[src/rtl/spi_cnt_pkg.sv]
package spi_cnt_pkg;

  // Effective bits per transfer: code 0 selects a full word.
  function automatic int unsigned width_decode(input int unsigned code,
                                               input int unsigned full);
    return (code == 0) ? full : code;
  endfunction

  // Serial clock level for the idle or active half of a bit.
  function automatic logic sclk_level(input logic pol, input logic active);
    return active ? ~pol : pol;
  endfunction

endpackage

[src/rtl/spi_cnt_fifo.sv]
module spi_cnt_fifo #(
  parameter int W     = 8,
  parameter int DEPTH = 2
) (
  input  logic         clk,
  input  logic         rst_n,
  input  logic         push,
  input  logic [W-1:0] push_data,
  input  logic         pop,
  output logic [W-1:0] head,
  output logic         empty,
  output logic         full,
  output logic         push_rej
);
  localparam int PW = (DEPTH > 1) ? $clog2(DEPTH) : 1;
  localparam int CW = $clog2(DEPTH + 1);

  logic [W-1:0]  mem [DEPTH];
  logic [PW-1:0] wp, rp;
  logic [CW-1:0] fill;
  logic          push_ok, pop_ok;

  function automatic logic [PW-1:0] nxt(input logic [PW-1:0] p);
    return (p == PW'(DEPTH - 1)) ? '0 : p + PW'(1);
  endfunction

  assign full     = (fill == CW'(DEPTH));
  assign empty    = (fill == '0);
  assign push_ok  = push && !full;
  assign pop_ok   = pop && !empty;
  assign push_rej = push && full;
  assign head     = mem[rp];

  always_ff @(posedge clk) begin
    if (push_ok) mem[wp] <= push_data;
  end

  always_ff @(posedge clk or negedge rst_n) begin
    if (!rst_n) begin
      wp   <= '0;
      rp   <= '0;
      fill <= '0;
    end else begin
      if (push_ok) wp <= nxt(wp);
      if (pop_ok)  rp <= nxt(rp);
      case ({push_ok, pop_ok})
        2'b10:   fill <= fill + CW'(1);
        2'b01:   fill <= fill - CW'(1);
        default: fill <= fill;
      endcase
    end
  end
endmodule

[src/rtl/spi_cnt_engine.sv]
module spi_cnt_engine
  import spi_cnt_pkg::*;
#(
  parameter int DATA_W = 8,
  parameter int DIV_W  = 8,
  parameter int WID_W  = $clog2(DATA_W)
) (
  input  logic              clk,
  input  logic              rst_n,
  input  logic              start,
  input  logic [DATA_W-1:0] tx_word,
  input  logic [WID_W-1:0]  width_code,
  input  logic [DIV_W-1:0]  div,
  input  logic              cpol,
  input  logic              miso,
  output logic              sclk,
  output logic              mosi,
  output logic              busy,
  output logic              xfer_done,
  output logic [DATA_W-1:0] rx_word
);
  localparam int BIT_W = $clog2(DATA_W + 1);

  logic [DIV_W-1:0]  hcnt;
  logic              half_q;
  logic [BIT_W-1:0]  bits_left;
  logic [DATA_W-1:0] tx_sh, rx_sh;
  logic              busy_q, sclk_q, mosi_q;
  logic [BIT_W-1:0]  w_eff;
  logic              tick, lead_tick, trail_tick;

  function automatic logic [DATA_W-1:0] align_left(input logic [DATA_W-1:0] d,
                                                   input logic [BIT_W-1:0] w);
    return d << (DATA_W - int'(w));
  endfunction

  assign w_eff      = BIT_W'(width_decode(int'(width_code), DATA_W));
  assign tick       = busy_q && (hcnt == div);
  assign lead_tick  = tick && !half_q;
  assign trail_tick = tick && half_q;
  assign xfer_done  = trail_tick && (bits_left == BIT_W'(1));
  assign rx_word    = {rx_sh[DATA_W-2:0], miso};
  assign busy       = busy_q;
  assign sclk       = sclk_q;
  assign mosi       = mosi_q;

  always_ff @(posedge clk or negedge rst_n) begin
    if (!rst_n) begin
      busy_q    <= 1'b0;
      hcnt      <= '0;
      half_q    <= 1'b0;
      bits_left <= '0;
      tx_sh     <= '0;
      rx_sh     <= '0;
      sclk_q    <= 1'b0;
      mosi_q    <= 1'b0;
    end else if (!busy_q) begin
      sclk_q <= sclk_level(cpol, 1'b0);
      if (start) begin
        busy_q    <= 1'b1;
        hcnt      <= '0;
        half_q    <= 1'b0;
        bits_left <= w_eff;
        tx_sh     <= align_left(tx_word, w_eff);
        rx_sh     <= '0;
      end
    end else if (lead_tick) begin
      hcnt   <= '0;
      sclk_q <= sclk_level(cpol, 1'b1);
      mosi_q <= tx_sh[DATA_W-1];
      tx_sh  <= {tx_sh[DATA_W-2:0], 1'b0};
      half_q <= 1'b1;
    end else if (trail_tick) begin
      hcnt      <= '0;
      sclk_q    <= sclk_level(cpol, 1'b0);
      rx_sh     <= rx_word;
      half_q    <= 1'b0;
      bits_left <= bits_left - BIT_W'(1);
      if (bits_left == BIT_W'(1)) busy_q <= 1'b0;
    end else begin
      hcnt <= hcnt + DIV_W'(1);
    end
  end
endmodule

[src/rtl/spi_cnt_master.sv]
module spi_cnt_master #(
  parameter int DATA_W     = 8,
  parameter int CNT_W      = 8,
  parameter int DIV_W      = 8,
  parameter int FIFO_DEPTH = 2,
  parameter int WID_W      = $clog2(DATA_W)
) (
  input  logic              clk,
  input  logic              rst_n,
  input  logic              cpol,
  input  logic              ss_en,
  input  logic [DIV_W-1:0]  div,
  input  logic [WID_W-1:0]  width_code,
  input  logic              cnt_wr,
  input  logic [CNT_W-1:0]  cnt_wdata,
  output logic [CNT_W-1:0]  xfer_left,
  input  logic              tx_wr,
  input  logic [DATA_W-1:0] tx_wdata,
  output logic              tx_full,
  output logic              tx_werr,
  input  logic              rx_rd,
  output logic [DATA_W-1:0] rx_rdata,
  output logic              rx_avail,
  output logic              rx_ovr,
  output logic              done,
  output logic              sclk,
  output logic              mosi,
  input  logic              miso,
  output logic              ss_n
);
  logic [CNT_W-1:0]  cnt_q;
  logic              frame_q, done_q, werr_q, ovr_q;
  logic              busy, start, xfer_done;
  logic              tx_empty, rx_empty, rx_full;
  logic              tx_push_rej, rx_push_rej;
  logic [DATA_W-1:0] tx_head, rx_word;
  logic              last_xfer;

  assign start     = !busy && (cnt_q != '0) && !tx_empty;
  assign last_xfer = xfer_done && (cnt_q == CNT_W'(1));

  spi_cnt_fifo #(.W(DATA_W), .DEPTH(FIFO_DEPTH)) u_txq (
    .clk(clk), .rst_n(rst_n),
    .push(tx_wr), .push_data(tx_wdata), .pop(start),
    .head(tx_head), .empty(tx_empty), .full(tx_full), .push_rej(tx_push_rej)
  );

  spi_cnt_fifo #(.W(DATA_W), .DEPTH(FIFO_DEPTH)) u_rxq (
    .clk(clk), .rst_n(rst_n),
    .push(xfer_done), .push_data(rx_word), .pop(rx_rd),
    .head(rx_rdata), .empty(rx_empty), .full(rx_full), .push_rej(rx_push_rej)
  );

  spi_cnt_engine #(.DATA_W(DATA_W), .DIV_W(DIV_W), .WID_W(WID_W)) u_eng (
    .clk(clk), .rst_n(rst_n), .start(start), .tx_word(tx_head),
    .width_code(width_code), .div(div), .cpol(cpol), .miso(miso),
    .sclk(sclk), .mosi(mosi), .busy(busy), .xfer_done(xfer_done),
    .rx_word(rx_word)
  );

  always_ff @(posedge clk or negedge rst_n) begin
    if (!rst_n) begin
      cnt_q   <= '0;
      frame_q <= 1'b0;
      done_q  <= 1'b0;
      werr_q  <= 1'b0;
      ovr_q   <= 1'b0;
    end else begin
      if (cnt_wr)                         cnt_q <= cnt_wdata;
      else if (xfer_done && cnt_q != '0)  cnt_q <= cnt_q - CNT_W'(1);

      if (start)                          frame_q <= 1'b1;
      else if (last_xfer && !cnt_wr)      frame_q <= 1'b0;

      if (cnt_wr)                         done_q <= 1'b0;
      else if (last_xfer)                 done_q <= 1'b1;

      if (tx_push_rej)                    werr_q <= 1'b1;
      else if (cnt_wr)                    werr_q <= 1'b0;

      if (rx_push_rej)                    ovr_q <= 1'b1;
      else if (cnt_wr)                    ovr_q <= 1'b0;
    end
  end

  assign xfer_left = cnt_q;
  assign done      = done_q;
  assign tx_werr   = werr_q;
  assign rx_ovr    = ovr_q;
  assign rx_avail  = !rx_empty;
  assign ss_n      = !(ss_en && frame_q);
endmodule

[config.mk]
export PLATFORM = sky130hd
export DESIGN_NAME = spi_cnt_master
export DESIGN_NICKNAME = d
export VERILOG_FILES = /design/src/rtl/spi_cnt_pkg.sv /design/src/rtl/spi_cnt_fifo.sv /design/src/rtl/spi_cnt_engine.sv /design/src/rtl/spi_cnt_master.sv
export SDC_FILE = /design/constraint.sdc
export NUM_CORES = 1
export LEC_CHECK = 0
export BUFFER_PORTS_ARGS = -buffer_cell sky130_fd_sc_hd__buf_2
export CORE_ASPECT_RATIO = 0.8
export CORE_MARGIN = 8
export CORE_UTILIZATION = 50
export CTS_BUF_LIST = sky130_fd_sc_hd__clkbuf_4 sky130_fd_sc_hd__clkbuf_8
export DETAILED_ROUTE_END_ITERATION = 7
export PLACE_DENSITY = 0.82
export SLEW_MARGIN = 20
export SYNTH_ARGS = -nofsm -noshare
export SYNTH_HDL_FRONTEND = slang
export SYNTH_HIERARCHICAL = 1
export SYNTH_SLANG_ARGS = --single-unit
[constraint.sdc]
create_clock -name clk -period 2.6 [get_ports clk]
set_clock_uncertainty 0.2 [all_clocks]
set_input_delay 0.78 -clock clk [delete_from_list [all_inputs] [get_ports clk]]
set_output_delay 0.78 -clock clk [all_outputs]
set_load 0.02 [all_outputs]
==> results.toml <==
[status]
status = "completed"

[worst_setup_path]
crit_required_ps = 2640
critPathMaxFanout = 5
crit_type = "in2reg"
ff2ff_setup_slack_ps = 70
crit_path_start_kind = "input pin"
worstRegToRegCells = 9
end_kind = "flip-flop"
regToRegEndpoint = "u_txq/fill[1]$_DFFE_PN0P_"
timing.rr.start = "xfer_left[1]$_DFFE_PN0P_"
arrival_ps = 2600

[layout]
multiInputGateArea_um2 = 1908
regArea_um2 = 2243
area_delta_synth_final_pct = 20.84
final_common_cell = "buf_2"
final_cell_mix = "buf_2, dfrtp_1, nand2_1"
nFillCells = 714
diodes = 0
drive_gt1_share_pct = 33.62
fin_nets = 503

[synth]
synth.top_cells.by_area = "dfrtp_1, edfxtp_1, mux2_2, nand2_1, xnor2_1"
synthesis.nets = 421
synth-edff-count = 32
yosys.area.top_type = "dfrtp_1"
postSynth.asyncResetShare_pct = 61.45
synth_top_area_share_pct = 30.41
yosysSeqAreaShare_pct = 53.31
ys.warnings.count = 6
synth_area_per_cell_um2 = 11.13
synth_cell_types = 65
synth_area_um2 = 4197
synth_seq_cells = 83
syn_inst = 377
synth_top_flop_cell = "dfrtp_1"

[timing]
post-route-period-util_pct = 98.50
setup_viol = 0
worstMarginPinSlew_ps = 650.3
slew_headroom_pct = 56.64
maxSlewViolCount = 0
min_period_ps = 2561
hold_slack_ps = 274.2
tns_ps = 0
max_freq_mhz = 390.5
hold_viol = 0
final.setup.worst_slack_ps = 39.03

[clock_tree]
h-tree-depth = 3
clk_latency_ps = 350
cts_num_sinks = 83
tritoncts = "yes"
clock_path_buffers = 2
clkTransAtPathRegs_ps = 90
ctsHoldBuffers = 0
numCtsBuffers = 9
root_buffer = "clkbuf_8"

[hold_path]
min_path_cells = 1
holdCritStartpoint = "tx_werr$_DFFE_PN0P_"
hold_class = "reg2reg"
hold-path-endpoint = "tx_werr$_DFFE_PN0P_"

[grt]
antenna_found_initial = 0
grt_pass1_wl_mm = 15.55
grt.total_usage_pct = 16.10
first_global_vias = 3291
overflow = 0
grt_max_degree = 52

[floorplan]
ios = 59
core_area_um2 = 8333
die_w_um = 118.4
dieArea_um2 = 11600
start_util_pct = 50.36
placementRows = 30
die_h_um = 97.94

[placed_design]
dp_slack_ps = -347.1
hpwl_mm = 6.684
portBuffers = 58
gp_congestion = 0.8903

[power]
power.density_nw_per_um2 = 756.2
p_leak_nw = 2.169
peakVddDrop_uv = 358.3

[detailed_routing]
viasPerCell = 5.634
drtAntennaViolNets = 0
vias = 3245
drt-total-wl_mm = 9.178
drt-wirelength-per-cell_um = 15.93
drc = 0
drt_first_iter_violations = 303
firstDrtPassIters = 4

[job]
maxCapViolCount = 0
## registers in the layout, indices dropped and copies added (netlist names), 2 cells and up
signal	flops
u_rxq/fill	2
u_txq/fill	2
u_eng/tx_sh	8
u_eng/rx_sh	7
u_txq/mem	16
xfer_left	8
u_rxq/mem	16
u_eng/hcnt	8
u_eng/bits_left	4
## worst max-delay path: stages
cell and delay [ps]:
buf_2 100, xnor2_1 190, nand4_1 210, buf_4 190, or4_1 510, and2_1 280, mux2_4 330
## kinds of logic after synthesis
family	after synthesis	synth area share, %
fa+ha+maj	9	2.683
mux	25	7.275
flops	83	53.31
simple gates	127	15.92
compound gates	74	12.52
buf+inv	37	3.697
xor+xnor	22	4.591
## timing repair
item                                   in CTS  in global routing
endpoints found under the hold margin       0                  0
resized for setup                           0                  9
setup endpoints to repair                   0                 15
setup buffers                               0                  5
## routing by layer
layer | vias up | wire length [µm] | global-route usage (%)
li1 | 1552 | - | -
met1 | 1579 | 4052 | 20.53
met2 | 105 | 4425 | 25.64
met3 | 9 | 618 | 5.594
met4 | 0 | 81 | 4.074
met5 | - | 0 | 0
## layout make-up
| class | instances | area share, % |
|---|---|---|
| sequential | 83 | 44.24 |
| clock inverter | 7 | 0.9869 |
| tap | 112 | 2.763 |
| multi-input combinational | 257 | 37.63 |
| clock buffer | 9 | 2.443 |
| inverter | 16 | 1.184 |
| timing repair buffer | 92 | 10.76 |
## power breakdown
part | internal [mW] | switching [mW]
combinational | 0.530 | 0.531
clock | 0.350 | 0.479
sequential | 1.66 | 0.284
total | 2.54 | 1.29
## synthesized netlist by cell type, types with 7 or more instances
master,number
nor2_1,20
edfxtp_1,32
xnor2_1,16
o21ai_0,15
nor3_1,7
clkbuf_1,13
nand3_1,13
a31oi_1,14
mux2_2,16
and3_1,9
ha_1,9
dfrtp_1,51
nand2_1,38
inv_1,15
## how the worst max path moves through the flow
stage                                       to  cells past startpoint                startpoint
floorplan             xfer_left[3]$_DFFE_PN0P_                      8                    div[7]
global placement      xfer_left[5]$_DFFE_PN0P_                      8                    div[1]
detailed placement    xfer_left[3]$_DFFE_PN0P_                      8                    div[0]
CTS                  u_txq/fill[1]$_DFFE_PN0P_                      9  xfer_left[1]$_DFFE_PN0P_
global route         u_txq/fill[1]$_DFFE_PN0P_                      9  xfer_left[1]$_DFFE_PN0P_
finish              u_eng/tx_sh[1]$_DFFE_PN0P_                      7                    div[1]
## through the flow
step	instances	instance area, µm²	util (%)	total power [mW]
6_report	576	5071	60.86	3.835
5_1_grt	576	5071	60.86	4.070
4_1_cts	571	5012	60.15	3.835
3_5_place_dp	555	4838	58.06	2.999
3_3_place_gp	555	4838	58.06	2.931
2_1_floorplan	377	4290	-	2.666
No activity file was read; power rests on OpenSTA's default activity.
